File: src/rtl/agu_pkg.sv
package agu_pkg;

  localparam logic [2:0] MODE_ABS  = 3'd0;
  localparam logic [2:0] MODE_REG  = 3'd1;
  localparam logic [2:0] MODE_DISP = 3'd2;
  localparam logic [2:0] MODE_IDX  = 3'd3;
  localparam logic [2:0] MODE_PTR  = 3'd4;
  localparam logic [2:0] MODE_AUTO = 3'd5;
  localparam logic [2:0] MODE_LAST = MODE_AUTO;

  typedef enum logic [2:0] {
    ST_IDLE,
    ST_ISSUE1,
    ST_WAIT1,
    ST_ISSUE2,
    ST_WAIT2,
    ST_DONE,
    ST_BAD
  } aguState_e;

  // strobes from control to datapath
  typedef struct packed {
    logic capReq;   // latch request fields and first address
    logic capPtr;   // latch fetched pointer as next address
    logic capData;  // latch final loaded word
  } aguStrobe_t;

endpackage

File: src/rtl/agu_ea.sv
module agu_ea
  import agu_pkg::*;
#(
  parameter int XLEN = 32
) (
  input  logic [2:0]      mode,
  input  logic [XLEN-1:0] imm,
  input  logic [XLEN-1:0] baseVal,
  input  logic [XLEN-1:0] idxVal,
  output logic [XLEN-1:0] ea
);

  always_comb begin
    unique case (mode)
      MODE_ABS:  ea = imm;
      MODE_DISP: ea = baseVal + imm;
      MODE_IDX:  ea = baseVal + idxVal;
      default:   ea = baseVal;  // register, pointer, auto-update
    endcase
  end

endmodule

File: src/rtl/agu_ctrl.sv
module agu_ctrl
  import agu_pkg::*;
(
  input  logic       clk,
  input  logic       rstN,
  input  logic       reqValid,
  input  logic [2:0] reqMode,
  input  logic       memRspValid,
  output aguStrobe_t strobe,
  output logic       busy,
  output logic       memReqValid,
  output logic       resultValid,
  output logic       illegalMode
);

  aguState_e state, stateNext;
  logic      isPtr;

  always_comb begin
    stateNext = state;
    strobe    = '0;
    unique case (state)
      ST_IDLE: if (reqValid) begin
        if (reqMode > MODE_LAST) begin
          stateNext = ST_BAD;
        end else begin
          strobe.capReq = 1'b1;
          stateNext     = ST_ISSUE1;
        end
      end
      ST_ISSUE1: stateNext = ST_WAIT1;
      ST_WAIT1: if (memRspValid) begin
        if (isPtr) begin
          strobe.capPtr = 1'b1;
          stateNext     = ST_ISSUE2;
        end else begin
          strobe.capData = 1'b1;
          stateNext      = ST_DONE;
        end
      end
      ST_ISSUE2: stateNext = ST_WAIT2;
      ST_WAIT2: if (memRspValid) begin
        strobe.capData = 1'b1;
        stateNext      = ST_DONE;
      end
      ST_DONE:  stateNext = ST_IDLE;
      ST_BAD:   stateNext = ST_IDLE;
      default:  stateNext = ST_IDLE;
    endcase
  end

  always_ff @(posedge clk) begin
    if (!rstN) begin
      state <= ST_IDLE;
      isPtr <= 1'b0;
    end else begin
      state <= stateNext;
      if (strobe.capReq) isPtr <= (reqMode == MODE_PTR);
    end
  end

  assign busy        = (state != ST_IDLE);
  assign memReqValid = (state == ST_ISSUE1) || (state == ST_ISSUE2);
  assign resultValid = (state == ST_DONE);
  assign illegalMode = (state == ST_BAD);

endmodule

File: src/rtl/agu_dpath.sv
module agu_dpath
  import agu_pkg::*;
#(
  parameter int XLEN         = 32,
  parameter int REG_CNT      = 32,
  parameter int ACCESS_BYTES = 4
) (
  input  logic                       clk,
  input  logic                       rstN,
  input  aguStrobe_t                 strobe,
  input  logic                       resultValid,
  input  logic [2:0]                 reqMode,
  input  logic [XLEN-1:0]            reqImm,
  input  logic [$clog2(REG_CNT)-1:0] reqBase,
  input  logic [$clog2(REG_CNT)-1:0] reqIndex,
  input  logic [$clog2(REG_CNT)-1:0] reqDest,
  output logic [$clog2(REG_CNT)-1:0] rfAddrA,
  input  logic [XLEN-1:0]            rfDataA,
  output logic [$clog2(REG_CNT)-1:0] rfAddrB,
  input  logic [XLEN-1:0]            rfDataB,
  output logic [XLEN-1:0]            memAddr,
  input  logic [XLEN-1:0]            memRspData,
  output logic                       rdWrEn,
  output logic [$clog2(REG_CNT)-1:0] rdAddr,
  output logic [XLEN-1:0]            rdData,
  output logic                       baseWrEn,
  output logic [$clog2(REG_CNT)-1:0] baseWrAddr,
  output logic [XLEN-1:0]            baseWrData
);

  localparam int RIDX = $clog2(REG_CNT);
  localparam logic [XLEN-1:0] STEP = XLEN'(ACCESS_BYTES);

  logic [XLEN-1:0] baseVal, idxVal, ea, stepped;
  logic [XLEN-1:0] addrQ, dataQ, newBaseQ;
  logic [RIDX-1:0] destQ, baseNumQ;
  logic            autoQ;

  assign rfAddrA = reqBase;
  assign rfAddrB = reqIndex;
  // register 0 is hard zero on both ports
  assign baseVal = (reqBase  == '0) ? '0 : rfDataA;
  assign idxVal  = (reqIndex == '0) ? '0 : rfDataB;
  assign stepped = reqImm[0] ? (baseVal - STEP) : (baseVal + STEP);

  agu_ea #(.XLEN(XLEN)) u_ea (
    .mode   (reqMode),
    .imm    (reqImm),
    .baseVal(baseVal),
    .idxVal (idxVal),
    .ea     (ea)
  );

  always_ff @(posedge clk) begin
    if (!rstN) begin
      addrQ    <= '0;
      dataQ    <= '0;
      newBaseQ <= '0;
      destQ    <= '0;
      baseNumQ <= '0;
      autoQ    <= 1'b0;
    end else begin
      if (strobe.capReq) begin
        addrQ    <= ea;
        destQ    <= reqDest;
        baseNumQ <= reqBase;
        autoQ    <= (reqMode == MODE_AUTO);
        newBaseQ <= stepped;
      end
      if (strobe.capPtr)  addrQ <= memRspData;
      if (strobe.capData) dataQ <= memRspData;
    end
  end

  assign memAddr    = addrQ;
  assign rdWrEn     = resultValid;
  assign rdAddr     = destQ;
  assign rdData     = dataQ;
  // loaded data wins when both writes name the same register
  assign baseWrEn   = resultValid && autoQ && (baseNumQ != destQ);
  assign baseWrAddr = baseNumQ;
  assign baseWrData = newBaseQ;

endmodule

File: src/rtl/lsagu.sv
module lsagu
  import agu_pkg::*;
#(
  parameter int XLEN         = 32,
  parameter int REG_CNT      = 32,
  parameter int ACCESS_BYTES = 4
) (
  input  logic                       clk,
  input  logic                       rstN,
  input  logic                       reqValid,
  input  logic [2:0]                 reqMode,
  input  logic [XLEN-1:0]            reqImm,
  input  logic [$clog2(REG_CNT)-1:0] reqBase,
  input  logic [$clog2(REG_CNT)-1:0] reqIndex,
  input  logic [$clog2(REG_CNT)-1:0] reqDest,
  output logic                       busy,
  output logic                       illegalMode,
  output logic [$clog2(REG_CNT)-1:0] rfAddrA,
  input  logic [XLEN-1:0]            rfDataA,
  output logic [$clog2(REG_CNT)-1:0] rfAddrB,
  input  logic [XLEN-1:0]            rfDataB,
  output logic                       memReqValid,
  output logic [XLEN-1:0]            memAddr,
  input  logic                       memRspValid,
  input  logic [XLEN-1:0]            memRspData,
  output logic                       rdWrEn,
  output logic [$clog2(REG_CNT)-1:0] rdAddr,
  output logic [XLEN-1:0]            rdData,
  output logic                       baseWrEn,
  output logic [$clog2(REG_CNT)-1:0] baseWrAddr,
  output logic [XLEN-1:0]            baseWrData
);

  aguStrobe_t strobe;
  logic       resultValid;

  agu_ctrl u_ctrl (
    .clk        (clk),
    .rstN       (rstN),
    .reqValid   (reqValid),
    .reqMode    (reqMode),
    .memRspValid(memRspValid),
    .strobe     (strobe),
    .busy       (busy),
    .memReqValid(memReqValid),
    .resultValid(resultValid),
    .illegalMode(illegalMode)
  );

  agu_dpath #(
    .XLEN        (XLEN),
    .REG_CNT     (REG_CNT),
    .ACCESS_BYTES(ACCESS_BYTES)
  ) u_dpath (
    .clk        (clk),
    .rstN       (rstN),
    .strobe     (strobe),
    .resultValid(resultValid),
    .reqMode    (reqMode),
    .reqImm     (reqImm),
    .reqBase    (reqBase),
    .reqIndex   (reqIndex),
    .reqDest    (reqDest),
    .rfAddrA    (rfAddrA),
    .rfDataA    (rfDataA),
    .rfAddrB    (rfAddrB),
    .rfDataB    (rfDataB),
    .memAddr    (memAddr),
    .memRspData (memRspData),
    .rdWrEn     (rdWrEn),
    .rdAddr     (rdAddr),
    .rdData     (rdData),
    .baseWrEn   (baseWrEn),
    .baseWrAddr (baseWrAddr),
    .baseWrData (baseWrData)
  );

endmodule

File: config.mk
export PLATFORM = sky130hd
export DESIGN_NAME = lsagu
export DESIGN_NICKNAME = d
export VERILOG_FILES = /design/src/rtl/agu_pkg.sv /design/src/rtl/agu_ea.sv /design/src/rtl/agu_ctrl.sv /design/src/rtl/agu_dpath.sv /design/src/rtl/lsagu.sv
export SDC_FILE = /design/constraint.sdc
export NUM_CORES = 1
export LEC_CHECK = 0
export BUFFER_PORTS_ARGS = -buffer_cell sky130_fd_sc_hd__buf_2
export CORE_MARGIN = 10
export CORE_UTILIZATION = 57
export DETAILED_ROUTE_END_ITERATION = 6
export PLACE_DENSITY = 0.88
export SYNTH_ARGS = -nofsm -noshare
export SYNTH_HDL_FRONTEND = slang
export SYNTH_SLANG_ARGS = --single-unit
File: constraint.sdc
create_clock -name clk -period 11.9 [get_ports clk]
set_clock_uncertainty 0.1 [all_clocks]
set_input_delay 2.38 -clock clk [delete_from_list [all_inputs] [get_ports clk]]
set_output_delay 2.38 -clock clk [all_outputs]
set_load 0.01 [all_outputs]
==> impl_metrics.env <==
export IMPL_numCtsBuffers=9
export IMPL_pwr_share_comb_pct=40.4
export IMPL_wl_per_cell_microns=22.5
export IMPL_final_cell_mix="buf_2, nand2_1, a21oi_1, dfxtp_1, ha_1"
export IMPL_powerDensity_mw_per_mm2=124
export IMPL_avgSynthCellArea_sq_um=7.53
export IMPL_yosys_warnings=0
export IMPL_setup_viol=0
export IMPL_rsz0062_at_grt="false"
export IMPL_cts_setup_buffers=0
export IMPL_die_width_microns=142
export IMPL_coreArea_sq_mm=0.0146
export IMPL_cp_arrival_ns=6.83
export IMPL_register_area_sq_mm=0.00222
export IMPL_syn_inst=1133
export IMPL_endpoint_kind="register"
export IMPL_ys_ff_latch=111
export IMPL_synth_edf_count=0
export IMPL_p_leak_nw=4.64
export IMPL_fp_row_count=44
export IMPL_status="completed"
export IMPL_grt_first_pass_wirelength_microns=52000
export IMPL_layout_nets=1554
export IMPL_fin_util_pct=69.7
export IMPL_antenna_found_initial=1
export IMPL_finalHoldViolCount=0
export IMPL_min_period_over_period_pct=56.0
export IMPL_dieArea_sq_mm=0.0203
export IMPL_worst_slew_pin_slew_ns=1.19
export IMPL_p_total_mw=1.26
export IMPL_drtAntennaViolNets=0
export IMPL_num_fill_cells=1259
export IMPL_netSwitchingPower_mw=0.504
export IMPL_syn_to_final_growth_pct=19.2
export IMPL_place_gp_congestion=1.04
export IMPL_layout_commonest_cell="buf_2"
export IMPL_clockBufferDepth=2
export IMPL_viasPerCell=6.54
export IMPL_port_buffers=270
export IMPL_drv_cap=0
export IMPL_drive_gt1_share_pct=23.4
export IMPL_p_seq_share_pct=35.0
export IMPL_start_util_pct=58.5
export IMPL_drt_total_wl_microns=34500
export IMPL_p_int_mw=0.756
export IMPL_ys_seq_area_share_pct=26.0
export IMPL_synthesis_nets=1344
export IMPL_pre_cts_ws_ns=5.09
export IMPL_switching_share_pct=40.0
export IMPL_htreeDepth=3
export IMPL_clkPwrFrac_pct=24.7
export IMPL_clk_pin_slew_ns=0.08
export IMPL_overflow=0
export IMPL_cts_tree="done"
export IMPL_ys_flop_type="dfxtp_1"
export IMPL_stdcell_area_sq_mm=0.0102
export IMPL_multi_input_area_sq_mm=0.00593
export IMPL_peakVddDrop_uv=77.1
export IMPL_max_freq_ghz=0.150
export IMPL_period_needed_ns=6.67
export IMPL_crit_type="primary input to register"
export IMPL_dp_hpwl_microns=27000
export IMPL_postCtsHoldBufs=0
export IMPL_grt_start_max_net_pins=69
export IMPL_async_flop_share_pct=0
export IMPL_slew_violations=0
export IMPL_routed_via_count=10000
export IMPL_cts_resized=0
export IMPL_route_detailed_drc=0
export IMPL_grt_pass1_vias=9254
export IMPL_cp_max_fo=32
export IMPL_dr_pass1_iters=7
export IMPL_clock_latency_ns=0.37
export IMPL_critPathLaunchType="primary input"
export IMPL_dpl_cell_area_sq_mm=0.00986
export IMPL_cp_data_required_time_ns=12.06
export IMPL_num_io_pins=271
export IMPL_cts_root_buffer="clkbuf_16"
export IMPL_die_height_microns=142
export IMPL_hold_path_class="register to register"
export IMPL_tns_ns=0
export IMPL_synth_area_sq_mm=0.00853
export IMPL_grt_use_total_pct=31.8
export IMPL_synth_cell_types=67
export IMPL_relSlewSlack_pct=20.9
export IMPL_finalWorstSetupSlack_ns=5.23
export IMPL_cts_num_sinks=111
export IMPL_drtIter0Drc=1071
==> kinds of logic (layout without fill, tap and decap cells) <==
| logic type | Yosys count | count (layout) | synth area share [%] |
|---|---|---|---|
| AOI/OAI and AO/OA | 419 | 419 | 33.0 |
| muxes | 8 | 8 | 0.939 |
| buffers and inverters | 95 | 310 | 4.62 |
| DFF | 111 | 111 | 26.0 |
| and+or+nand+nor | 391 | 391 | 21.3 |
| adders and majority gates | 61 | 61 | 9.12 |
| xor gates and xnor gates | 48 | 48 | 4.93 |
| other | 0 | 1 | 0 |
==> routing by layer <==
metal	track usage, %	vias to the layer above	share of wire [%]
met5	0	-	0
met4	10.4	0	3.0
met3	7.11	71	12
met2	48.8	688	44
met1	43.2	4654	41
li1	-	4608	-
==> registers in the layout, summed over array words and instances (netlist names) <==
signal	count
u_ctrl.state	3
u_ctrl.isPtr	1
u_dpath.memAddr	32
u_dpath.autoQ	1
u_dpath.rdData	32
u_dpath.baseWrAddr	5
u_dpath.baseWrData	32
u_dpath.rdAddr	5
==> area by class of cell <==
| cell class | instances | share of cell area [%] |
|---|---|---|
| inverter | 13 | 0.480 |
| multi-input combinational | 927 | 58.3 |
| sequential | 111 | 21.9 |
| clock buffer | 9 | 2.21 |
| clock inverter | 7 | 0.763 |
| tap | 184 | 2.26 |
| timing repair buffer | 281 | 14.1 |
| antenna | 1 | 0.0246 |
==> synthesized netlist by cell type (all sizes together), types with 3 or more instances <==
library cell	instances	area share, %
nand2b	6	0.44
inv	13	0.57
a211oi	11	0.97
o2111ai	3	0.31
o21bai	5	0.44
xor2	25	2.6
or3	7	0.53
a21o	36	3.3
a211o	5	0.51
o22ai	9	0.66
and3	14	1.0
a22o	32	3.3
o211ai	13	1.1
a21oi	155	9.1
o41ai	5	0.73
o31ai	6	0.69
and4	3	0.31
nor2b	9	0.66
o221ai	11	1.1
xnor2	23	2.4
nor3	23	1.3
o21a	10	0.88
clkbuf	66	2.9
nor2	48	2.1
o21ai	45	2.6
buf	16	1.1
nand2	193	8.5
a221o	10	1.2
nand3	24	1.4
a31oi	19	1.4
nor3b	4	0.35
dfxtp	111	26
a22oi	9	0.79
ha	59	8.7
nand4	8	0.59
a221oi	18	1.9
and2	38	2.8
nor4	4	0.29
mux2i	8	0.94
==> worst paths after layout <==
check | startpoint | end | slack (ns) | cells after the start
setup reg to reg | u_ctrl.state[2] | u_dpath.memAddr[30] | 8.75 | 7
setup / recovery | reqMode[1] | u_dpath.memAddr[27] | 5.23 | 16
hold reg to reg | u_dpath.baseWrData[7] | u_dpath.baseWrData[7] | 0.35 | 2
hold / removal | u_dpath.baseWrData[7] | u_dpath.baseWrData[7] | 0.35 | 2
==> worst max-delay path, stage by stage <==
cell and delay [ns]:
buf_2 0.17, nor2b_1 0.17, buf_4 0.35, nand2_1 0.37
buf_4 0.35, a21oi_2 0.12, buf_4 0.35, a22o_1 0.24
ha_1 0.25, a211oi_1 0.35, o21bai_1 0.17, o22ai_1 0.40
a211o_1 0.29, o21ai_0 0.23, o21a_1 0.24, o41ai_1 0.33
==> stage by stage <==
stage,instances,hold WS (ns)
floorplan,1133,0.332
global placement,1516,0.334
detailed placement,1516,0.342
CTS,1532,0.354
global route,1533,0.372
finish,1533,0.349
==> power by group through the flow <==
stage          Combinational (mW)  Clock, mW  Sequential (mW)
6_report                    0.509      0.311            0.441
5_1_grt                     0.550      0.322            0.445
4_1_cts                     0.498      0.311            0.439
3_5_place_dp                0.495          0            0.448
3_3_place_gp                0.492          0            0.446
2_1_floorplan               0.308          0            0.461
(Power assumes the default switching activity.)
